[src/rtl/pirq_pkg.sv]
package pirq_pkg;

    localparam int ADDR_W = 3;

    typedef enum logic [ADDR_W-1:0] {
        RA_LEVEL_SEL = 3'd0,
        RA_ANY_EDGE  = 3'd1,
        RA_POLARITY  = 3'd2,
        RA_ENABLE    = 3'd3,
        RA_RAW       = 3'd4,
        RA_MASKED    = 3'd5,
        RA_CLEAR     = 3'd6
    } reg_addr_e;

    typedef enum logic [2:0] {
        TRIG_FALL,
        TRIG_RISE,
        TRIG_ANY_EDGE,
        TRIG_LOW,
        TRIG_HIGH
    } trig_e;

    typedef struct packed {
        logic lvl;
        logic any;
        logic pol;
    } pin_cfg_t;

    function automatic trig_e decode_trig(pin_cfg_t c);
        if (c.lvl)      return c.pol ? TRIG_HIGH : TRIG_LOW;
        else if (c.any) return TRIG_ANY_EDGE;
        else            return c.pol ? TRIG_RISE : TRIG_FALL;
    endfunction

    function automatic logic is_level(trig_e m);
        return (m == TRIG_LOW) || (m == TRIG_HIGH);
    endfunction

    function automatic logic edge_event(trig_e m, logic cur, logic prev);
        case (m)
            TRIG_FALL:     return prev & ~cur;
            TRIG_RISE:     return ~prev & cur;
            TRIG_ANY_EDGE: return prev ^ cur;
            default:       return 1'b0;
        endcase
    endfunction

    function automatic logic level_active(trig_e m, logic cur);
        return (m == TRIG_HIGH) ? cur : ~cur;
    endfunction

endpackage

[src/rtl/pirq_sync.sv]
module pirq_sync #(
    parameter int NPINS  = 8,
    parameter int STAGES = 2
) (
    input  logic             clk,
    input  logic             rst,
    input  logic [NPINS-1:0] pin_i,
    output logic [NPINS-1:0] sync_o,
    output logic [NPINS-1:0] prev_o
);
    localparam int DEPTH = STAGES + 1;

    logic [DEPTH-1:0][NPINS-1:0] chain_q;

    always_ff @(posedge clk) begin
        if (rst) chain_q <= '0;
        else     chain_q <= {chain_q[DEPTH-2:0], pin_i};
    end

    assign sync_o = chain_q[STAGES-1];
    assign prev_o = chain_q[STAGES];
endmodule

[src/rtl/pirq_regs.sv]
module pirq_regs
    import pirq_pkg::*;
#(
    parameter int NPINS = 8
) (
    input  logic              clk,
    input  logic              rst,
    input  logic              wr_en,
    input  logic [ADDR_W-1:0] wr_addr,
    input  logic [NPINS-1:0]  wr_data,
    input  logic [ADDR_W-1:0] rd_addr,
    input  logic [NPINS-1:0]  raw_i,
    input  logic [NPINS-1:0]  masked_i,
    output pin_cfg_t [NPINS-1:0] cfg_o,
    output logic [NPINS-1:0]  en_o,
    output logic [NPINS-1:0]  clr_o,
    output logic [NPINS-1:0]  rd_data
);
    logic [NPINS-1:0] lvl_q, any_q, pol_q, en_q;

    always_ff @(posedge clk) begin
        if (rst) begin
            lvl_q <= '0;
            any_q <= '0;
            pol_q <= '0;
            en_q  <= '0;
        end else if (wr_en) begin
            case (reg_addr_e'(wr_addr))
                RA_LEVEL_SEL: lvl_q <= wr_data;
                RA_ANY_EDGE:  any_q <= wr_data;
                RA_POLARITY:  pol_q <= wr_data;
                RA_ENABLE:    en_q  <= wr_data;
                default:      ;
            endcase
        end
    end

    assign clr_o = (wr_en && (reg_addr_e'(wr_addr) == RA_CLEAR)) ? wr_data : '0;
    assign en_o  = en_q;

    generate
        for (genvar i = 0; i < NPINS; i++) begin : g_cfg
            assign cfg_o[i] = '{lvl: lvl_q[i], any: any_q[i], pol: pol_q[i]};
        end
    endgenerate

    always_comb begin
        case (reg_addr_e'(rd_addr))
            RA_LEVEL_SEL: rd_data = lvl_q;
            RA_ANY_EDGE:  rd_data = any_q;
            RA_POLARITY:  rd_data = pol_q;
            RA_ENABLE:    rd_data = en_q;
            RA_RAW:       rd_data = raw_i;
            RA_MASKED:    rd_data = masked_i;
            default:      rd_data = '0;
        endcase
    end
endmodule

[src/rtl/pirq_detect.sv]
module pirq_detect
    import pirq_pkg::*;
#(
    parameter int NPINS = 8
) (
    input  logic                 clk,
    input  logic                 rst,
    input  pin_cfg_t [NPINS-1:0] cfg_i,
    input  logic [NPINS-1:0]     sync_i,
    input  logic [NPINS-1:0]     prev_i,
    input  logic [NPINS-1:0]     clr_i,
    output logic [NPINS-1:0]     ev_o,
    output logic [NPINS-1:0]     flag_o,
    output logic [NPINS-1:0]     raw_o
);
    generate
        for (genvar i = 0; i < NPINS; i++) begin : g_pin
            trig_e mode;
            logic  flag_q;

            assign mode    = decode_trig(cfg_i[i]);
            assign ev_o[i] = edge_event(mode, sync_i[i], prev_i[i]);

            always_ff @(posedge clk) begin
                if (rst) flag_q <= 1'b0;
                else     flag_q <= ev_o[i] | (flag_q & ~clr_i[i]);
            end

            assign flag_o[i] = flag_q;
            assign raw_o[i]  = is_level(mode) ? level_active(mode, sync_i[i]) : flag_q;
        end
    endgenerate
endmodule

[src/rtl/pin_irq_detect.sv]
module pin_irq_detect
    import pirq_pkg::*;
#(
    parameter int NPINS       = 8,
    parameter int SYNC_STAGES = 2
) (
    input  logic              clk,
    input  logic              rst,
    input  logic [NPINS-1:0]  pin_in,
    input  logic              wr_en,
    input  logic [ADDR_W-1:0] wr_addr,
    input  logic [NPINS-1:0]  wr_data,
    input  logic [ADDR_W-1:0] rd_addr,
    output logic [NPINS-1:0]  rd_data,
    output logic              irq_out
);
    pin_cfg_t [NPINS-1:0] cfg;
    logic [NPINS-1:0] sync_q, prev_q, ev_bits, edge_flags, clr_bits;
    logic [NPINS-1:0] raw_st, masked_st, en_bits;
    logic             irq_q;

    pirq_sync #(.NPINS(NPINS), .STAGES(SYNC_STAGES)) u_sync (
        .clk    (clk),
        .rst    (rst),
        .pin_i  (pin_in),
        .sync_o (sync_q),
        .prev_o (prev_q)
    );

    pirq_regs #(.NPINS(NPINS)) u_regs (
        .clk      (clk),
        .rst      (rst),
        .wr_en    (wr_en),
        .wr_addr  (wr_addr),
        .wr_data  (wr_data),
        .rd_addr  (rd_addr),
        .raw_i    (raw_st),
        .masked_i (masked_st),
        .cfg_o    (cfg),
        .en_o     (en_bits),
        .clr_o    (clr_bits),
        .rd_data  (rd_data)
    );

    pirq_detect #(.NPINS(NPINS)) u_det (
        .clk    (clk),
        .rst    (rst),
        .cfg_i  (cfg),
        .sync_i (sync_q),
        .prev_i (prev_q),
        .clr_i  (clr_bits),
        .ev_o   (ev_bits),
        .flag_o (edge_flags),
        .raw_o  (raw_st)
    );

    assign masked_st = raw_st & en_bits;

    always_ff @(posedge clk) begin
        if (rst) irq_q <= 1'b0;
        else     irq_q <= |masked_st;
    end

    assign irq_out = irq_q;
endmodule

[config.mk]
export PLATFORM = sky130hd
export DESIGN_NAME = pin_irq_detect
export DESIGN_NICKNAME = d
export VERILOG_FILES = /design/src/rtl/pirq_pkg.sv /design/src/rtl/pirq_sync.sv /design/src/rtl/pirq_regs.sv /design/src/rtl/pirq_detect.sv /design/src/rtl/pin_irq_detect.sv
export SDC_FILE = /design/constraint.sdc
export NUM_CORES = 1
export LEC_CHECK = 0
export ABC_AREA = 1
export BUFFER_PORTS_ARGS = -buffer_cell sky130_fd_sc_hd__buf_2
export CAP_MARGIN = 20
export CELL_PAD_IN_SITES_DETAIL_PLACEMENT = 0
export CELL_PAD_IN_SITES_GLOBAL_PLACEMENT = 1
export CORE_MARGIN = 5
export CORE_UTILIZATION = 44
export CTS_BUF_LIST = sky130_fd_sc_hd__clkbuf_4 sky130_fd_sc_hd__clkbuf_8
export CTS_CLUSTER_SIZE = 20
export DETAILED_ROUTE_END_ITERATION = 8
export MAX_ROUTING_LAYER = met4
export PLACE_DENSITY_LB_ADDON = 0.1
export SETUP_SLACK_MARGIN = 0.3
export SYNTH_ARGS = -nofsm -noshare
export SYNTH_HDL_FRONTEND = slang
export SYNTH_HIERARCHICAL = 1
export SYNTH_SLANG_ARGS = --single-unit
[constraint.sdc]
create_clock -name clk -period 1.4 [get_ports clk]
set_input_delay 0.14 -clock clk [delete_from_list [all_inputs] [get_ports clk]]
set_output_delay 0.14 -clock clk [all_outputs]
set_load 0.02 [all_outputs]
# Word level (Yosys, flattened, before mapping)
# Index checks and enable logic that the tools add are counted.
# W data, S select, Z words.
# classes
eq_ne	41
n_mux	58
n_bitwise	65
n_reduce_logical	24
# op_table
op	count
$mux W3	24
$eq A3 B2 Y1 const B	20
$pmux W8 S6	1
$eq A3 B3 Y1 const B	11
$eq A3 B1 Y1 const B	10
$logic_not A3 Y1	10
$and A1 B1 Y1	24
$mux W1	24
$not A1 Y1	24
$pmux W1 S3	8
$and A8 B8 Y8	1
$logic_or A1 B1 Y1	8
$mux W8	1
$or A1 B1 Y1	8
$reduce_and A2 Y1	4
$reduce_or A8 Y1	1
$xor A1 B1 Y1	8
$logic_and A1 B1 Y1	1
# word_totals
register_bits	65
inputBits	25
out_inout_bits	9
word_cells	204

# Depth between registers and ports, before layout
# Gate-level depths: netlist of the first run.
# logic_depth
ltp_word	8
depth_mapped	9
mapped_depth_nobuf	8

# Hierarchy
# Netlist of the first run, hierarchy kept.
# by_module_without_submodules
mod	n_inst	cells_per_inst	area_per_inst_um2	seq_area_each_um2
pirq_regs	1	306	1943.1	640.6
pirq_detect	1	161	984.7	160.2
pirq_sync	1	90	803.3	480.5
pin_irq_detect	1	24	107.6	20.0

# Worst setup path before layout of the first run
# OpenSTA, ideal clock, no wires.
# synth_timing
path_type	register to output
from	register u_sync.chain_q, in the netlist u_sync/sync_o[6]
to	output port rd_data[6]
arrival_ps	1185
t_required_ps	1260
setup_slack_ps	75
stages_incl_launch_ff	10
n_path_buf	1
cell_sequence	dfxtp_1 buf_4 xor2_1 a21oi_1 nand2_1 inv_1 nand4_1 nand2_1 nor2_1 nand2_1
# synth_via
elab_chain_cells	5
# synth_lines
item	line_no	rtl
start, declared	pirq_sync.sv:13	logic [DEPTH-1:0][NPINS-1:0] chain_q;
start signal, assigned	pirq_sync.sv:17	else chain_q <= {chain_q[DEPTH-2:0], pin_i};
$not A1 Y1	pirq_pkg.sv:49	return (m == TRIG_HIGH) ? cur : ~cur;
$mux W1 *	pirq_pkg.sv:49	
$mux W1 *	pirq_detect.sv:30	assign raw_o[i] = is_level(mode) ? level_active(mode, sync_i[i]) : flag_q;
named net raw_st[6]	pin_irq_detect.sv:19	logic [NPINS-1:0] raw_st, masked_st, en_bits;
$and A8 B8 Y8 *	pin_irq_detect.sv:57	assign masked_st = raw_st & en_bits;
named net masked_st[6]	pin_irq_detect.sv:19	
$pmux W8 S6 *	pirq_regs.sv:48	case (reg_addr_e'(rd_addr))
end, declared	pin_irq_detect.sv:14	output logic [NPINS-1:0] rd_data,
# The timed path passes the listed nets; every way through them passes the cells marked *.

# Worst setup path in the final report of the first run
# layout_timing
from	register u_regs.pol_q[3]
to	output port rd_data[3]
# layout_via
elab_chain_cells	8
word_cells_on_any_way	11
classes_between	eq/ne (2); mux (7); bitwise (1); reduce/logical (1)
# layout_lines
item	line_no	rtl
start, declared	pirq_regs.sv:19	logic [NPINS-1:0] lvl_q, any_q, pol_q, en_q;
start signal, assigned	pirq_regs.sv:31	RA_POLARITY: pol_q <= wr_data;
$mux W1	pirq_pkg.sv:32	else return c.pol ? TRIG_RISE : TRIG_FALL;
$mux W3	pirq_pkg.sv:31	else if (c.any) return TRIG_ANY_EDGE;
$mux W3 *	pirq_pkg.sv:30	if (c.lvl) return c.pol ? TRIG_HIGH : TRIG_LOW;
$eq A3 B3 Y1 or $eq A3 B2 Y1 (tied branches)	pirq_pkg.sv:36, pirq_pkg.sv:49	
$mux W1 or $logic_or A1 B1 Y1 (tied branches)	pirq_pkg.sv:49, pirq_pkg.sv:36	
$mux W1 *	pirq_detect.sv:30	
named net raw_st[3]	pin_irq_detect.sv:19	
$and A8 B8 Y8 *	pin_irq_detect.sv:57	
named net masked_st[3]	pin_irq_detect.sv:19	
$pmux W8 S6 *	pirq_regs.sv:48	
# Marks and branches as above.

==> impl_table.tex, run 1 <==
\begin{tabular}{lr}
\hline
Metric & Value \\
\hline
\multicolumn{2}{l}{\textbf{Setup path}} \\
\quad Kind of start point of the critical path & flop \\
\quad Crit path max-delay cell type & sky130\_fd\_sc\_hd\_\_dfxtp\_2 \\
\quad Largest incremental delay on the critical path & 0.32 ns \\
\quad Required time at the endpoint of the critical path & 1.26 ns \\
\quad Reg2Reg Depth & 12 \\
\quad RR Startpoint & u\_sync/sync\_o[6] \\
\quad CP Cell Sequence & xor2\_1 > a21oi\_1 > buf\_4 > nand2\_4 > inv\_2 > nand4\_1 > nand2\_1 > nor2\_1 > nand2\_2 > buf\_6 \\
\quad Data arrival time of the critical path & 1.59 ns \\
\quad Sort of element at the end of the critical path & output port \\
\quad Terminus of the critical flop-to-flop path & irq\_out \\
\quad FF-to-FF setup slack & -0.23 ns \\
\quad Kind of critical path & reg -> out \\
\quad Max Fanout on Critical Path & 2 \\
\multicolumn{2}{l}{\textbf{Final layout}} \\
\quad Core occupancy in the finished layout & 0.606 \\
\quad Post-layout net count & 690 \\
\quad Antenna Diode Count & 0 \\
\quad Number of cells in the finished layout apart from fillers & 758 \\
\quad Ratio of cells with drive above 1 in the final layout & 0.315 \\
\quad Number of fill cells & 779 \\
\quad Most common cell after layout, fill and taps aside & sky130\_fd\_sc\_hd\_\_nor2\_1 \\
\quad P\&R area growth vs syn & 33.5\% \\
\quad Post-route cell area & 5000 µm² \\
\quad Leading cell types in the layout, fill and taps excluded & 106 x sky130\_fd\_sc\_hd\_\_nor2\_1, 96 x sky130\_fd\_sc\_hd\_\_inv\_1, 85 x sky130\_fd\_sc\_hd\_\_nand2\_1, 47 x sky130\_fd\_sc\_hd\_\_buf\_4, 44 x sky130\_fd\_sc\_hd\_\_dfxtp\_1 \\
\multicolumn{2}{l}{\textbf{Detailed routing}} \\
\quad Vias after detailed routing & 3679 \\
\quad Post-DRT Antenna Nets & 0 \\
\quad Mean number of vias per cell & 4.85 \\
\quad First-pass DRT Iterations & 4 \\
\quad DRT Wirelength & 10100 µm \\
\quad Initial drt markers & 165 \\
\quad Post-route DRC violation count & 0 \\
\quad Routed length per placed instance & 13.3 µm \\
\multicolumn{2}{l}{\textbf{GRT}} \\
\quad Largest net degree at the start of global routing & 34 \\
\quad Number of global-route vias before repair & 3429 \\
\quad Global-route wire length before repair & 16700 µm \\
\quad Residual overflow from global routing & 0 \\
\quad Antenna violations before repair & 0 \\
\quad GRT Overall Usage & 0.213 \\
\multicolumn{2}{l}{\textbf{Floorplan}} \\
\quad FP Rows & 33 \\
\quad Floorplan die area & 10500 µm² \\
\quad Ports & 34 \\
\quad Die X-Extent & 102 µm \\
\quad Die height & 102 µm \\
\quad Initial core utilization & 0.454 \\
\quad Core Area & 8260 µm² \\
\multicolumn{2}{l}{\textbf{Clock network}} \\
\quad Clock latency on the worst-skew pair & 0.33 ns \\
\quad Clock tree from TritonCTS & built \\
\quad Depth of the CTS H-tree & 3 \\
\quad Clock root cell & sky130\_fd\_sc\_hd\_\_clkbuf\_8 \\
\quad CTS sink cnt & 65 \\
\quad Max clock buf depth & 2 \\
\quad Clock slew at the register clock pins of the worst setup and hold paths & 0.07 ns \\
\quad Clock buffer count from CTS & 9 \\
\multicolumn{2}{l}{\textbf{Hold path}} \\
\quad Terminating pin of the worst hold path & u\_regs/pol\_q[1] \\
\quad Hold Path Depth & 3 \\
\quad Type of the tightest min-delay check & in -> reg \\
\quad Min-delay src & wr\_data[1] \\
\multicolumn{2}{l}{\textbf{Run status}} \\
\quad Failing checks & setup timing \\
\quad Outcome & finished, violations left \\
\multicolumn{2}{l}{\textbf{STA}} \\
\quad Worst slew margin & 0.728 \\
\quad Upper clock frequency limit & 577 MHz \\
\quad Min setup slack post-route & -0.332 ns \\
\quad Worst hold slack & 0.0970 ns \\
\quad Tightest Pin Transition & 0.408 ns \\
\quad Setup repair after global routing missed its margin & true \\
\quad Min Clock Period, post-route & 1.73 ns \\
\quad Fin crit share & 1.24 \\
\quad Setup TNS & -2.38 ns \\
\quad Final Hold Violating Endpoints & 0 \\
\quad Worst Skew & 0.00779 ns \\
\quad Final count of pins violating max slew & 0 \\
\quad \# setup viols final & 9 \\
\multicolumn{2}{l}{\textbf{Synthesis}} \\
\quad Total number of yosys warnings & 6 \\
\quad Post-synth net total & 606 \\
\quad Cells after Synth & 565 \\
\quad Post-synthesis cell area & 3750 µm² \\
\quad Average size of a mapped cell & 6.63 µm² \\
\multicolumn{2}{l}{\textbf{Place}} \\
\quad Placed Cells & 713 \\
\quad Post-place instance area & 4210 µm² \\
\quad \# port buffers & 33 \\
\quad GP Congestion & 0.834 \\
\quad Sum of net half-perimeters after detailed placement & 7010 µm \\
\multicolumn{2}{l}{\textbf{Flow run}} \\
\quad Maxcap violations & 0 \\
\multicolumn{2}{l}{\textbf{Power and ir drop}} \\
\quad Highest ir drop seen on vdd & 0.000507 V \\
\quad Leak Pwr & 2.42 nW \\
\quad Power Dens Cells & 821 nW/µm² \\
\hline
\end{tabular}
## critical path, delay by kind of cell (launching register included)
kind | cells | cell delay [ns]
compound gates | 1 | 0.17
simple gates | 5 | 0.29
buf+inv | 3 | 0.32
xor+xnor | 1 | 0.15
flops | 1 | 0.32
## stage by stage
stage | setup slack (ns) | total power, mW
finish | -0.332 | 4.11
global route | -0.473 | 4.31
CTS | -0.360 | 4.10
detailed placement | -0.0298 | 2.61
global placement | -0.0328 | 2.60
floorplan | 0.117 | 2.39
## where the power goes
group,switching [mW],internal [mW]
logic,0.401,0.314
registers,0.0654,1.93
clock network,0.681,0.715
## routing by layer
metal | track usage | vias to the layer above | part of all wire
li1 | - | 1898 | -
met1 | 0.305 | 1670 | 0.50
met2 | 0.299 | 98 | 0.43
met3 | 0.0355 | 13 | 0.051
met4 | 0.0827 | 0 | 0.014
met5 | - | - | 0
## sequential cells by signal, summed over array words and instances, names as in the netlist, 8 cells and up
signal              flops
u_det/g_pin.flag_q      8
u_regs/any_q            8
u_regs/en_o             8
u_regs/lvl_q            8
u_regs/pol_q            8
u_sync/chain_q          8
u_sync/prev_o           8
u_sync/sync_o           8
## cell type report
class	instances	area [µm²]	share of cell area
well taps	105	131	0.0263
clock buffers	12	153	0.0305
repair buffers	108	900	0.180
inverters	114	450	0.0900
clock inverters	3	17.5	0.00350
multi-input cells	351	2020	0.404
flip-flops and latches	65	1330	0.266
## how the worst max path moves through the flow
stage / startpoint / to / slack [ns] / depth (start not counted)
finish: u_regs/pol_q[3] / rd_data[3] / -0.33 / 10
detailed placement: u_sync/sync_o[4] / rd_data[4] / -0.03 / 10
floorplan: u_sync/sync_o[6] / rd_data[6] / 0.12 / 9
global placement: u_sync/sync_o[4] / rd_data[4] / -0.03 / 10
CTS: u_regs/pol_q[3] / rd_data[3] / -0.36 / 10
global route: u_sync/sync_o[5] / rd_data[5] / -0.47 / 10
## what timing repair did
action	in CTS	in global routing
endpoints found under the hold margin	8	0
hold buffers	8	0
buffers inserted	15	7
pin swaps	53	36
endpoints found under the setup margin	16	17
resized for setup	62	43
Power figures use the tool's default switching activity.
==> run 2: changes to the inputs <==
==> constraint.sdc (replaced) <==
create_clock -name clk -period 1.4 [get_ports clk]
set_input_delay 0.28 -clock clk [delete_from_list [all_inputs] [get_ports clk]]
set_output_delay 0.28 -clock clk [all_outputs]
set_load 0.01 [all_outputs]
==> impl_table.tex, run 2 (same netlist as run 1, synthesis figures left out) <==
\begin{tabular}{lr}
\hline
Metric & Value \\
\hline
\multicolumn{2}{l}{\textbf{GRT}} \\
\quad Number of global-route vias before repair & 3287 (-4.1\%) \\
\quad Global-route wire length before repair & 16500 µm (-1.3\%) \\
\quad Largest net degree at the start of global routing & 33 (-2.9\%) \\
\quad Fraction of met1 tracks used by global routing & 0.308 (+0.00333) \\
\quad Met3 global-route usage & 0.0328 (-0.00273) \\
\quad Met2 Track Usage GR & 0.294 (-0.00500) \\
\quad Residual overflow from global routing & 0 (unchanged) \\
\quad Most Crowded Layer GR & met1 \\
\quad GRT Overall Usage & 0.209 (-0.00452) \\
\quad Antenna violations before repair & 0 (unchanged) \\
\multicolumn{2}{l}{\textbf{Hold path}} \\
\quad Hold Path Depth & 3 (unchanged) \\
\quad Type of the tightest min-delay check & in -> reg \\
\multicolumn{2}{l}{\textbf{Setup path}} \\
\quad Required time at the endpoint of the critical path & 1.12 ns (-0.14 ns) \\
\quad Kind of start point of the critical path & flop \\
\quad Max Fanout on Critical Path & 2 (unchanged) \\
\quad Kind of critical path & reg -> out \\
\quad FF-to-FF setup slack & -0.30 ns (-0.07 ns) \\
\quad Sort of element at the end of the critical path & output port \\
\quad Reg2Reg Depth & 12 (unchanged) \\
\quad Data arrival time of the critical path & 1.56 ns (-0.03 ns) \\
\multicolumn{2}{l}{\textbf{STA}} \\
\quad Tightest Pin Transition & 0.383 ns (-0.0249 ns) \\
\quad Final count of pins violating max slew & 0 (unchanged) \\
\quad Worst Skew & 0.00857 ns (+0.000779 ns) \\
\quad Min Clock Period, post-route & 1.84 ns (+0.107 ns) \\
\quad \# setup viols final & 9 (unchanged) \\
\quad Setup repair after global routing missed its margin & true \\
\quad Final Hold Violating Endpoints & 0 (unchanged) \\
\quad Min setup slack post-route & -0.439 ns (-0.107 ns) \\
\quad Worst slew margin & 0.743 (+0.0146) \\
\quad Worst hold slack & 0.139 ns (+0.0416 ns) \\
\quad Fin crit share & 1.31 (+0.0767) \\
\quad Upper clock frequency limit & 544 MHz (-5.8\%) \\
\multicolumn{2}{l}{\textbf{Clock network}} \\
\quad Clock tree from TritonCTS & built \\
\quad Clock buffer count from CTS & 9 (unchanged) \\
\quad Clock slew at the register clock pins of the worst setup and hold paths & 0.07 ns (about the same) \\
\quad Clock root cell & sky130\_fd\_sc\_hd\_\_clkbuf\_8 \\
\quad CTS sink cnt & 65 (unchanged) \\
\quad Hold buffers post-CTS & 0 (-8) \\
\quad Max clock buf depth & 2 (unchanged) \\
\quad Depth of the CTS H-tree & 3 (unchanged) \\
\quad Clock latency on the worst-skew pair & 0.34 ns (about the same) \\
\multicolumn{2}{l}{\textbf{Power and ir drop}} \\
\quad Total chip power & 4.30 mW (+4.8\%) \\
\quad Power Dens Cells & 837 nW/µm² (+1.9\%) \\
\quad Highest ir drop seen on vdd & 0.000591 V (+17\%) \\
\quad Leak Pwr & 2.50 nW (+3.7\%) \\
\multicolumn{2}{l}{\textbf{Final layout}} \\
\quad Leading cell types in the layout, fill and taps excluded & 107 x sky130\_fd\_sc\_hd\_\_nor2\_1, 99 x sky130\_fd\_sc\_hd\_\_inv\_1, 92 x sky130\_fd\_sc\_hd\_\_nand2\_1, 59 x sky130\_fd\_sc\_hd\_\_buf\_4, 47 x sky130\_fd\_sc\_hd\_\_dfxtp\_1 \\
\quad P\&R area growth vs syn & 37.2\% \\
\quad Core occupancy in the finished layout & 0.623 (+0.0170) \\
\quad Ratio of cells with drive above 1 in the final layout & 0.329 (+0.0134) \\
\quad Post-layout net count & 708 (+2.6\%) \\
\quad Antenna Diode Count & 0 (unchanged) \\
\quad Most common cell after layout, fill and taps aside & sky130\_fd\_sc\_hd\_\_nor2\_1 \\
\quad Number of fill cells & 787 (+1.0\%) \\
\multicolumn{2}{l}{\textbf{Detailed routing}} \\
\quad Vias after detailed routing & 3719 (+1.1\%) \\
\quad Post-route DRC violation count & 0 (unchanged) \\
\quad Initial drt markers & 209 (+27\%) \\
\quad Mean number of vias per cell & 4.79 (-1.4\%) \\
\quad First-pass DRT Iterations & 5 (+1) \\
\quad Post-DRT Antenna Nets & 0 (unchanged) \\
\quad Routed length per placed instance & 13.1 µm (-1.5\%) \\
\quad DRT Wirelength & 10200 µm (+1.0\%) \\
\multicolumn{2}{l}{\textbf{Place}} \\
\quad Sum of net half-perimeters after detailed placement & 7140 µm (+1.7\%) \\
\quad GP Congestion & 0.847 (+1.6\%) \\
\quad \# port buffers & 33 (unchanged) \\
\multicolumn{2}{l}{\textbf{Flow run}} \\
\quad Maxcap violations & 0 (unchanged) \\
\multicolumn{2}{l}{\textbf{Floorplan}} \\
\quad Die X-Extent & 102 µm (unchanged) \\
\quad Floorplan die area & 10500 µm² (unchanged) \\
\quad Core Area & 8260 µm² (unchanged) \\
\quad FP Rows & 33 (unchanged) \\
\quad Initial core utilization & 0.454 (unchanged) \\
\quad Ports & 34 (unchanged) \\
\quad Die height & 102 µm (unchanged) \\
\multicolumn{2}{l}{\textbf{Run status}} \\
\quad Outcome & finished, violations left \\
\quad Failing checks & setup timing \\
\hline
\end{tabular}
==> run 2: cell types whose count changed in the layout (fill, tap and decap cells not counted), moves of 3 or more <==
cell	before	now
sky130_fd_sc_hd__buf_4	47	59
sky130_fd_sc_hd__buf_6	25	32
sky130_fd_sc_hd__inv_2	9	6
sky130_fd_sc_hd__nand2_2	10	4
sky130_fd_sc_hd__dfxtp_1	44	47
sky130_fd_sc_hd__dfxtp_2	20	15
sky130_fd_sc_hd__nand2_1	85	92
sky130_fd_sc_hd__buf_2	25	32
sky130_fd_sc_hd__inv_1	96	99
sky130_fd_sc_hd__dlygate4sd3_1	8	0
==> run 2: repair_timing <==
action | CTS | global route
pin swaps | 44 | 54
gates resized for setup | 42 | 59
gates cloned | 0 | 0
buffers inserted | 24 | 6
endpoints found under the setup margin | 16 | 17
hold endpoints to repair | 0 | 0
==> run 2: area by class of cell <==
type	instances	area (µm²)	share of cell area
sequential	65	1330	0.259
clock buffer	11	145	0.0282
clock inverter	5	55.1	0.0107
tap	105	131	0.0255
inverter	114	450	0.0876
multi-input combinational	351	2010	0.390
timing repair buffer	126	1020	0.199
==> run 2: worst max-delay path: stages (launching register included) <==
cell and delay (ns):
sky130_fd_sc_hd__dfxtp_2 0.34, sky130_fd_sc_hd__xor2_2 0.18, sky130_fd_sc_hd__a21oi_2 0.21, sky130_fd_sc_hd__nand2_2 0.09, sky130_fd_sc_hd__inv_1 0.06, sky130_fd_sc_hd__nand4_1 0.07
sky130_fd_sc_hd__nand2_1 0.07, sky130_fd_sc_hd__nor2_1 0.04, sky130_fd_sc_hd__nand2_1 0.05, sky130_fd_sc_hd__buf_2 0.12
==> run 2: per-layer routing <==
metal,up-vias,part of all wire
met2,97,0.42
met1,1683,0.50
met5,-,0
met3,9,0.066
li1,1930,-
met4,0,0.012
==> run 2: worst paths after layout <==
| kind | startpoint | to |
|---|---|---|
| max | u_regs/pol_q[3] | rd_data[3] |
| min | pin_in[4] | u_sync/chain_q[4] |
| max reg2reg | u_regs/pol_q[3] | irq_out |
| min reg2reg | u_sync/chain_q[1] | u_sync/sync_o[1] |
==> run 2: stage by stage <==
step | instance area, µm² | instances | setup TNS [ns] | setup slack (ns)
after global routing | 5140 | 777 | -4.43 | -0.574
after floorplan | 3780 | 565 | -0.00270 | -0.00270
after CTS | 4850 | 771 | -3.44 | -0.410
final | 5140 | 777 | -3.53 | -0.439
after detailed placement | 4330 | 731 | -0.759 | -0.137
after global placement | 4330 | 731 | -0.583 | -0.102
==> run 2: where the power goes <==
group	internal [mW]	switching (mW)	leakage [nW]
clock	0.885	0.722	0.0987
sequential	1.93	0.0656	0.540
combinational	0.314	0.390	1.87
==> run 3: changes to the inputs <==
CELL_PAD_IN_SITES_DETAIL_PLACEMENT = 1   (was 0)
CELL_PAD_IN_SITES_GLOBAL_PLACEMENT = 2   (was 1)
CORE_UTILIZATION = 34   (was 44)
==> impl_table.tex, run 3 (same netlist as run 1, synthesis figures left out) <==
\begin{tabular}{lr}
\hline
Metric & Value \\
\hline
\multicolumn{2}{l}{\textbf{Final layout}} \\
\quad Number of cells in the finished layout apart from fillers & 819 (+5.4\%) \\
\quad Leading cell types in the layout, fill and taps excluded & 105 x sky130\_fd\_sc\_hd\_\_nor2\_1, 95 x sky130\_fd\_sc\_hd\_\_inv\_1, 89 x sky130\_fd\_sc\_hd\_\_nand2\_1, 66 x sky130\_fd\_sc\_hd\_\_buf\_4, 46 x sky130\_fd\_sc\_hd\_\_dfxtp\_1 \\
\quad Post-layout net count & 716 (+1.1\%) \\
\quad Number of fill cells & 1416 (+80\%) \\
\quad Ratio of cells with drive above 1 in the final layout & 0.355 (+0.0261) \\
\quad Core occupancy in the finished layout & 0.486 (-0.137) \\
\quad Antenna Diode Count & 0 (unchanged) \\
\quad P\&R area growth vs syn & 40.4\% \\
\quad Most common cell after layout, fill and taps aside & sky130\_fd\_sc\_hd\_\_nor2\_1 \\
\multicolumn{2}{l}{\textbf{Clock network}} \\
\quad Depth of the CTS H-tree & 3 (unchanged) \\
\quad Clock tree from TritonCTS & built \\
\quad Clock slew at the register clock pins of the worst setup and hold paths & 0.07 ns (about the same) \\
\quad CTS sink cnt & 65 (unchanged) \\
\quad Clock latency on the worst-skew pair & 0.35 ns (about the same) \\
\quad Clock buffer count from CTS & 9 (unchanged) \\
\quad Clock root cell & sky130\_fd\_sc\_hd\_\_clkbuf\_8 \\
\quad Max clock buf depth & 2 (unchanged) \\
\multicolumn{2}{l}{\textbf{Power and ir drop}} \\
\quad Net switching power & 1.22 mW (+3.8\%) \\
\quad Internal power of the cells & 3.10 mW (-0.85\%) \\
\quad Combinational fraction of design power & 0.173 (+0.009) \\
\quad Seq pwr share & 0.462 (about the same) \\
\quad Highest ir drop seen on vdd & 0.000449 V (-24\%) \\
\quad Share of total power consumed by net switching & 0.283 (+0.00929) \\
\quad Total chip power & 4.32 mW (+0.43\%) \\
\quad Power Dens Cells & 821 nW/µm² (-1.9\%) \\
\quad Fraction of power consumed by the clock network & 0.365 (-0.008) \\
\quad Leak Pwr & 2.58 nW (+3.2\%) \\
\multicolumn{2}{l}{\textbf{Run status}} \\
\quad Outcome & finished, violations left \\
\quad Failing checks & setup timing \\
\multicolumn{2}{l}{\textbf{Setup path}} \\
\quad Largest incremental delay on the critical path & 0.36 ns (+0.02 ns) \\
\quad Sort of element at the end of the critical path & output port \\
\quad Data arrival time of the critical path & 1.63 ns (+0.07 ns) \\
\quad CP Buf/Inv Count & 3 (+1) \\
\quad CP Cell Sequence & xor2\_2 > a21oi\_2 > buf\_4 > nand2\_4 > inv\_2 > nand4\_1 > nand2\_1 > nor2\_1 > nand2\_1 > buf\_2 \\
\quad CP dominant cell by count & sky130\_fd\_sc\_hd\_\_nand2\_1 \\
\quad Kind of start point of the critical path & flop \\
\quad Max Fanout on Critical Path & 2 (unchanged) \\
\quad Required time at the endpoint of the critical path & 1.12 ns (about the same) \\
\quad Family of cells with the greatest summed delay on the critical path & flip-flops \\
\quad Kind of critical path & reg -> out \\
\quad Crit path max-delay cell type & sky130\_fd\_sc\_hd\_\_dfxtp\_2 \\
\multicolumn{2}{l}{\textbf{Flow run}} \\
\quad Maxcap violations & 0 (unchanged) \\
\multicolumn{2}{l}{\textbf{STA}} \\
\quad Worst hold slack & 0.125 ns (-0.0135 ns) \\
\quad Fin crit share & 1.36 (+0.0507) \\
\quad Upper clock frequency limit & 524 MHz (-3.7\%) \\
\quad Worst Skew & 0.00896 ns (+0.000389 ns) \\
\quad Worst slew margin & 0.755 (+0.0122) \\
\quad Final Hold Violating Endpoints & 0 (unchanged) \\
\quad Min Clock Period, post-route & 1.91 ns (+0.0710 ns) \\
\quad \# setup viols final & 9 (unchanged) \\
\quad Setup repair after global routing missed its margin & true \\
\quad Tightest Pin Transition & 0.365 ns (-0.0181 ns) \\
\quad Final count of pins violating max slew & 0 (unchanged) \\
\quad Min setup slack post-route & -0.510 ns (-0.0710 ns) \\
\multicolumn{2}{l}{\textbf{GRT}} \\
\quad Number of global-route vias before repair & 4024 (+22\%) \\
\quad Global-route wire length before repair & 20100 µm (+22\%) \\
\quad GRT Overall Usage & 0.201 (-0.00748) \\
\quad Residual overflow from global routing & 0 (unchanged) \\
\quad Antenna violations before repair & 0 (unchanged) \\
\quad Largest net degree at the start of global routing & 33 (unchanged) \\
\multicolumn{2}{l}{\textbf{Place}} \\
\quad Worst setup slack after placement & -0.175 ns (-0.0380 ns) \\
\quad Placed Cells & 769 (+5.2\%) \\
\quad \# port buffers & 33 (unchanged) \\
\quad Sum of net half-perimeters after detailed placement & 8670 µm (+21\%) \\
\quad GP Congestion & 0.813 (-4.0\%) \\
\multicolumn{2}{l}{\textbf{Floorplan}} \\
\quad Ports & 34 (unchanged) \\
\quad FP Rows & 38 (+15\%) \\
\quad Floorplan die area & 13200 µm² (+26\%) \\
\quad Initial core utilization & 0.346 (-0.108) \\
\quad Die height & 115 µm (+12\%) \\
\quad Die X-Extent & 115 µm (+12\%) \\
\quad Core Area & 10800 µm² (+31\%) \\
\multicolumn{2}{l}{\textbf{Detailed routing}} \\
\quad Routed length per placed instance & 15.1 µm (+15\%) \\
\quad Post-DRT Antenna Nets & 0 (unchanged) \\
\quad Post-route DRC violation count & 0 (unchanged) \\
\quad Vias after detailed routing & 3828 (+2.9\%) \\
\quad DRT Wirelength & 12400 µm (+22\%) \\
\quad Mean number of vias per cell & 4.67 (-2.3\%) \\
\quad Initial drt markers & 180 (-14\%) \\
\quad First-pass DRT Iterations & 4 (-1) \\
\multicolumn{2}{l}{\textbf{Hold path}} \\
\quad Type of the tightest min-delay check & in -> reg \\
\hline
\end{tabular}
## run 3: final cells by class
cell class / count / area, µm² / area share
sequential: 65 / 1330 / 0.253
timing repair buffer: 134 / 1070 / 0.204
inverter: 114 / 455 / 0.0865
clock buffer: 11 / 139 / 0.0264
multi-input combinational: 351 / 2050 / 0.389
clock inverter: 4 / 45.0 / 0.00856
tap: 140 / 175 / 0.0333
## run 3: through the flow
step                cell area (µm²)  setup TNS (ns)
finish                         5260           -3.96
global route                   5260           -4.89
CTS                            5050           -3.96
detailed placement             4380          -0.911
floorplan                      3780        -0.00270
global placement               4380          -0.611
## run 3: worst register-to-register path: stages, from the launching register on
cell and delay, ns:
sky130_fd_sc_hd__dfxtp_2 0.33, sky130_fd_sc_hd__xor2_1 0.15, sky130_fd_sc_hd__a21oi_1 0.16, sky130_fd_sc_hd__buf_4 0.16, sky130_fd_sc_hd__nand2_4 0.06, sky130_fd_sc_hd__buf_6 0.12
sky130_fd_sc_hd__buf_6 0.10, sky130_fd_sc_hd__buf_6 0.10, sky130_fd_sc_hd__buf_6 0.10, sky130_fd_sc_hd__buf_6 0.10, sky130_fd_sc_hd__buf_6 0.10, sky130_fd_sc_hd__nand2_2 0.06
sky130_fd_sc_hd__nor2_2 0.04, sky130_fd_sc_hd__a21oi_2 0.10
## run 3: what timing repair did
item	CTS	global route
hold endpoints to repair	0	0
setup endpoints to repair	17	17
buffers inserted	28	7
resized for setup	77	42
pin swaps	57	44
hold buffers	0	0
## run 3: power groups by stage
stage | combinational, mW | clock (mW) | sequential (mW)
after floorplan | 0.371 | 0 | 2.01
after global placement | 0.614 | 0 | 2.02
after detailed placement | 0.631 | 0 | 2.03
after CTS | 0.706 | 1.63 | 1.99
after global routing | 0.828 | 1.73 | 2.01
final | 0.747 | 1.58 | 2.00
## run 3: layer usage
metal / vias up / track usage / part of all wire
met5: - / - / 0
met4: 0 / 0.0696 / 0.016
met3: 18 / 0.0326 / 0.034
met2: 57 / 0.307 / 0.46
met1: 1809 / 0.270 / 0.49
li1: 1944 / - / -
## run 3: final timing paths
kind	depth (start not counted)	slack (ns)	from	to
max	10	-0.51	u_sync/sync_o[4]	rd_data[4]
max reg2reg	13	-0.34	u_regs/pol_q[6]	irq_out
min reg2reg	2	0.40	u_sync/chain_q[3]	u_sync/sync_o[3]
min	3	0.13	pin_in[1]	u_sync/chain_q[1]
